<file path="config.mk">
export PLATFORM = sky130hd
export DESIGN_NAME = sensor_reset_seq
export DESIGN_NICKNAME = d
export VERILOG_FILES = /design/src/rtl/rst_seq_pkg.sv /design/src/rtl/rst_seq_ctrl.sv /design/src/rtl/rst_seq_dpath.sv /design/src/rtl/sensor_reset_seq.sv
export SDC_FILE = /design/constraint.sdc
export NUM_CORES = 1
export LEC_CHECK = 0
export ABC_CLOCK_PERIOD_IN_PS = 5300
export BUFFER_PORTS_ARGS = -buffer_cell sky130_fd_sc_hd__buf_2
export CORE_MARGIN = 1.5
export CORE_UTILIZATION = 51
export DETAILED_ROUTE_END_ITERATION = 10
export GPL_TIMING_DRIVEN = 0
export PLACE_DENSITY = 0.75
export SYNTH_ARGS = -nofsm -noshare
export SYNTH_HDL_FRONTEND = slang
export SYNTH_SLANG_ARGS = --single-unit
</file>
<file path="constraint.sdc">
create_clock -name clk -period 5.3 [get_ports clk]
set_input_delay 0.795 -clock clk [delete_from_list [all_inputs] [get_ports clk]]
set_output_delay 0.795 -clock clk [all_outputs]
set_load 0.01 [all_outputs]
</file>
<file path="src/rtl/rst_seq_pkg.sv">
`timescale 1ns/1ps
package rst_seq_pkg;

  typedef enum logic [1:0] {
    ST_IDLE   = 2'd0,
    ST_PULSE  = 2'd1,
    ST_SETTLE = 2'd2,
    ST_READY  = 2'd3
  } seqState_t;

  // Strobes from control to datapath
  typedef struct packed {
    logic cntClr;
    logic cntInc;
    logic relRst;
    logic settled;
  } seqStrb_t;

  // Duration in microseconds to whole cycles, rounded up, at least one
  function automatic int ceilCycles(input int clkKhz, input int durUs);
    longint prod;
    longint cyc;
    prod = longint'(clkKhz) * longint'(durUs);
    cyc  = (prod + 64'd999) / 64'd1000;
    if (cyc < 1) cyc = 1;
    return int'(cyc);
  endfunction

endpackage

</file>
<file path="src/rtl/rst_seq_ctrl.sv">
`timescale 1ns/1ps
module rst_seq_ctrl
  import rst_seq_pkg::*;
(
  input  logic     clk,
  input  logic     pwrGood,
  input  logic     startReq,
  input  logic     pulseHit,
  input  logic     settleHit,
  output seqStrb_t strb
);

  seqState_t state, stateNxt;

  always_ff @(posedge clk or negedge pwrGood) begin
    if (!pwrGood) state <= ST_IDLE;
    else          state <= stateNxt;
  end

  always_comb begin
    stateNxt     = state;
    strb.cntClr  = 1'b0;
    strb.cntInc  = 1'b0;
    strb.relRst  = 1'b0;
    strb.settled = 1'b0;
    unique case (state)
      ST_IDLE: begin
        if (startReq) begin
          stateNxt    = ST_PULSE;
          strb.cntClr = 1'b1;
        end
      end
      ST_PULSE: begin
        strb.cntInc = 1'b1;
        if (pulseHit) begin
          stateNxt    = ST_SETTLE;
          strb.cntClr = 1'b1;
        end
      end
      ST_SETTLE: begin
        strb.cntInc = 1'b1;
        strb.relRst = 1'b1;
        if (settleHit) stateNxt = ST_READY;
      end
      ST_READY: begin
        strb.relRst  = 1'b1;
        strb.settled = 1'b1;
      end
      default: stateNxt = ST_IDLE;
    endcase
  end

endmodule

</file>
<file path="src/rtl/rst_seq_dpath.sv">
`timescale 1ns/1ps
module rst_seq_dpath
  import rst_seq_pkg::*;
#(
  parameter int PULSE_CYC  = 11,
  parameter int SETTLE_CYC = 450
) (
  input  logic     clk,
  input  logic     pwrGood,
  input  seqStrb_t strb,
  output logic     pulseHit,
  output logic     settleHit,
  output logic     rstQ,
  output logic     serQ,
  output logic     doneQ
);

  localparam int MAX_CYC = (PULSE_CYC > SETTLE_CYC) ? PULSE_CYC : SETTLE_CYC;
  localparam int CNT_W   = $clog2(MAX_CYC + 1);

  logic [CNT_W-1:0] cnt;

  always_ff @(posedge clk or negedge pwrGood) begin
    if (!pwrGood)         cnt <= '0;
    else if (strb.cntClr) cnt <= '0;
    else if (strb.cntInc) cnt <= cnt + 1'b1;
  end

  assign pulseHit  = (cnt == CNT_W'(PULSE_CYC - 1));
  assign settleHit = (cnt == CNT_W'(SETTLE_CYC - 1));

  // Registered outputs; serial enable trails the reset release by a cycle
  always_ff @(posedge clk or negedge pwrGood) begin
    if (!pwrGood) begin
      rstQ  <= 1'b0;
      serQ  <= 1'b0;
      doneQ <= 1'b0;
    end else begin
      rstQ  <= strb.relRst;
      serQ  <= rstQ;
      doneQ <= strb.settled;
    end
  end

endmodule

</file>
<file path="src/rtl/sensor_reset_seq.sv">
`timescale 1ns/1ps
module sensor_reset_seq
  import rst_seq_pkg::*;
#(
  parameter int CLK_KHZ   = 125000,
  parameter int PULSE_US  = 100,
  parameter int SETTLE_US = 10000
) (
  input  logic clk,
  input  logic pwrGood,
  input  logic startReq,
  output logic rstN,
  output logic hClrN,
  output logic vClrN,
  output logic settleDone,
  output logic serialReady
);

  localparam int PULSE_CYC  = ceilCycles(CLK_KHZ, PULSE_US);
  localparam int SETTLE_CYC = ceilCycles(CLK_KHZ, SETTLE_US);

  seqStrb_t strb;
  logic     pulseHit, settleHit;
  logic     rstQ, serQ, doneQ;

  rst_seq_ctrl u_ctrl (
    .clk       (clk),
    .pwrGood   (pwrGood),
    .startReq  (startReq),
    .pulseHit  (pulseHit),
    .settleHit (settleHit),
    .strb      (strb)
  );

  rst_seq_dpath #(
    .PULSE_CYC  (PULSE_CYC),
    .SETTLE_CYC (SETTLE_CYC)
  ) u_dpath (
    .clk       (clk),
    .pwrGood   (pwrGood),
    .strb      (strb),
    .pulseHit  (pulseHit),
    .settleHit (settleHit),
    .rstQ      (rstQ),
    .serQ      (serQ),
    .doneQ     (doneQ)
  );

  assign rstN        = rstQ;
  assign hClrN       = rstQ;
  assign vClrN       = rstQ;
  assign serialReady = serQ;
  assign settleDone  = doneQ;

endmodule

</file>
==> flow_summary.toml <==
[place]
gp_congestion = 0.759
io_buffer_count = 7
dp_hpwl_um = 1850

[routing]
drc = 0
dr.pass1.iters = 4
via_count = 985
vias_per_cell = 5.73
drt-total-wl_um = 2510
ant_nets = 0
first_iter_violations = 38
wire_per_inst_um = 14.6

[synth]
synthesis.nets = 139
syn_area_um2 = 1400
yosysSeqAreaShare = 0.466
syn_area_per_cell_um2 = 10.7
syn_inst = 131
synth_seq_cells = 26
yosys_warnings = 0
yosysUniqueCellTypes = 33

[cts]
cts_tree = "built"
post_cts_buffers = 0
clk_pin_slew_ps = 140
hold_buffers = 0
clock_sinks = 26
cts-htree-levels = 1
cts_inserted_buffers = 3
clock-root-buffer = "clkbuf_4"
clk_path_buf_depth = 2
clock_latency_ps = 310
post_cts_resized = 0

[sta]
fin_worst_skew_ps = 3.53
slew_headroom = 0.583
hold_violations = 0
timing.fmax_mhz = 457
setup_viol_count_final = 0
worstMarginPinSlew_ps = 617
period_minus_slack_ps = 2190
final_max_slew_viol_count = 0
period_share = 0.413
rsz0062_at_grt = "no"
final.setup.tns_ps = 0

[cells_and_area]
final_cell_mix = "26 x dfrtp_1, 25 x nor2_1, 12 x xor2_1"
final_common_cell = "dfrtp_1"
n_antenna_cell = 0
final_core_util = 0.592
fin_nets = 151
drive_above_1_share = 0.183
syn2layout_area_growth_pct = 7.79

[worst_hold_path]
hold_end = "u_dpath.serQ"
min_path_cells = 0
min_from = "u_dpath.rstQ"
hp-class = "reg2reg"

[global_routing]
grt_overflow = 0
grt_pass1_vias = 993
grt_pass1_wl_um = 4480
grt_max_degree = 27
grt_use_total = 0.182
antenna_found_initial = 0

[pwr]
power_frac_clock = 0.147
power.density_nw_per_um2 = 446
peakVddDrop_v = 0.000326
finalPower_mw = 0.671
internal-power_mw = 0.418
seq_power_share = 0.522
switching_share = 0.377
p_sw_mw = 0.253
power_frac_comb = 0.330
p_leak_nw = 0.685

[die]
die_w_um = 55.4
std_cell_rows = 18
die-height_um = 55.4
core_um2 = 2540
dieArea_um2 = 3060
start_util = 0.549
io_pins = 8

[worst_setup_path]
required_ps = 5550
startpoint = "u_ctrl.state[0]"
regToRegStartpoint = "u_ctrl.state[0]"
reg2reg_to = "u_dpath.cnt[15]"
r2r_cells = 8
crit_path_start_kind = "flop"
r2r_setup_slack_ps = 3110
arrival_ps = 2440
worstSetupPathType = "reg2reg"
cp_max_fo = 7
endpoint_kind = "flop"

[job]
max_cap_violations = 0

[status]
status = "complete, no violations"
## cells by family (layout without fill, tap and decap cells)
kind of cell / Yosys count / count (layout) / synth area share
xor+xnor: 20 / 20 / 0.125
buf+inv: 10 / 21 / 0.0385
simple gates: 61 / 61 / 0.278
flops: 26 / 26 / 0.466
fa+ha+maj: 5 / 5 / 0.0448
mux: 2 / 2 / 0.0152
compound gates: 7 / 7 / 0.0331
## power by group through the flow
stage,Combinational [mW],Sequential (mW),Clock (mW)
2_1_floorplan,0.167,0.342,0
3_3_place_gp,0.211,0.349,0
3_5_place_dp,0.223,0.354,0
4_1_cts,0.224,0.350,0.102
5_1_grt,0.251,0.362,0.111
6_report,0.222,0.351,0.0989
## worst max-delay path, cell delays in order (launching register included)
cell and delay, ps:
dfrtp_1 440, inv_1 100, ha_1 290, buf_2 190, nand4_2 220, nor4_4 450
nand3_1 150, xor2_1 170, nor2_1 110
## synthesized netlist by cell type (all sizes together)
cell,n,share of area
mux2,1,0.0081
nor4b,2,0.017
dfrtp,26,0.47
buf,5,0.025
nor3,1,0.0036
o21ai,3,0.011
xor2,12,0.075
nand4bb,2,0.016
ha,5,0.045
and4,1,0.0063
nor2,26,0.075
nand3,8,0.029
nor4,3,0.035
xnor2,8,0.050
a32o,1,0.0072
a21oi,2,0.0098
nor4bb,1,0.0072
or2,1,0.0045
o211ai,1,0.0054
nand2,6,0.016
or4,1,0.0081
nand4,6,0.047
and3,3,0.013
mux2i,1,0.0072
inv,5,0.013
## routing by layer
metal,vias to the layer above,wire (um),global-route usage
li1,466,-,-
met1,483,1090,0.236
met2,32,1290,0.313
met3,4,104,0.0234
met4,0,23,0.0627
met5,-,0,0
## how the worst max path moves through the flow
stage	endpoint	slack, ps	cells after the start
final	u_dpath.cnt[15]	3110	8
after global placement	u_dpath.cnt[17]	3300	8
after CTS	u_dpath.cnt[15]	3110	8
after detailed placement	u_dpath.cnt[15]	3150	8
after floorplan	u_dpath.cnt[17]	3470	8
after global routing	u_dpath.cnt[15]	2970	8
## sequential cells by signal, summed over array words and instances (netlist names)
register,count
u_dpath.rstQ,1
u_dpath.doneQ,1
u_dpath.serQ,1
u_ctrl.state,2
u_dpath.cnt,21
## layout make-up
| cell class | instances | area, um2 |
|---|---|---|
| buffer | 5 | 35.0 |
| clock buffer | 4 | 36.3 |
| fill | 228 | 1040 |
| inverter | 5 | 18.8 |
| multi-input combinational | 95 | 693 |
| sequential | 26 | 651 |
| tap | 30 | 37.5 |
| timing repair buffer | 7 | 35.0 |
## metrics by stage
step / hold slack (ps) / std cells / worst slack [ps] / instance area (um2)
after global placement: 403 / 168 / 3300 / 1470
after global routing: 469 / 172 / 2970 / 1510
final: 436 / 172 / 3110 / 1510
after detailed placement: 407 / 168 / 3150 / 1470
after CTS: 439 / 172 / 3110 / 1510
after floorplan: 455 / 131 / 3470 / 1400
Power figures use the tool's default switching activity.
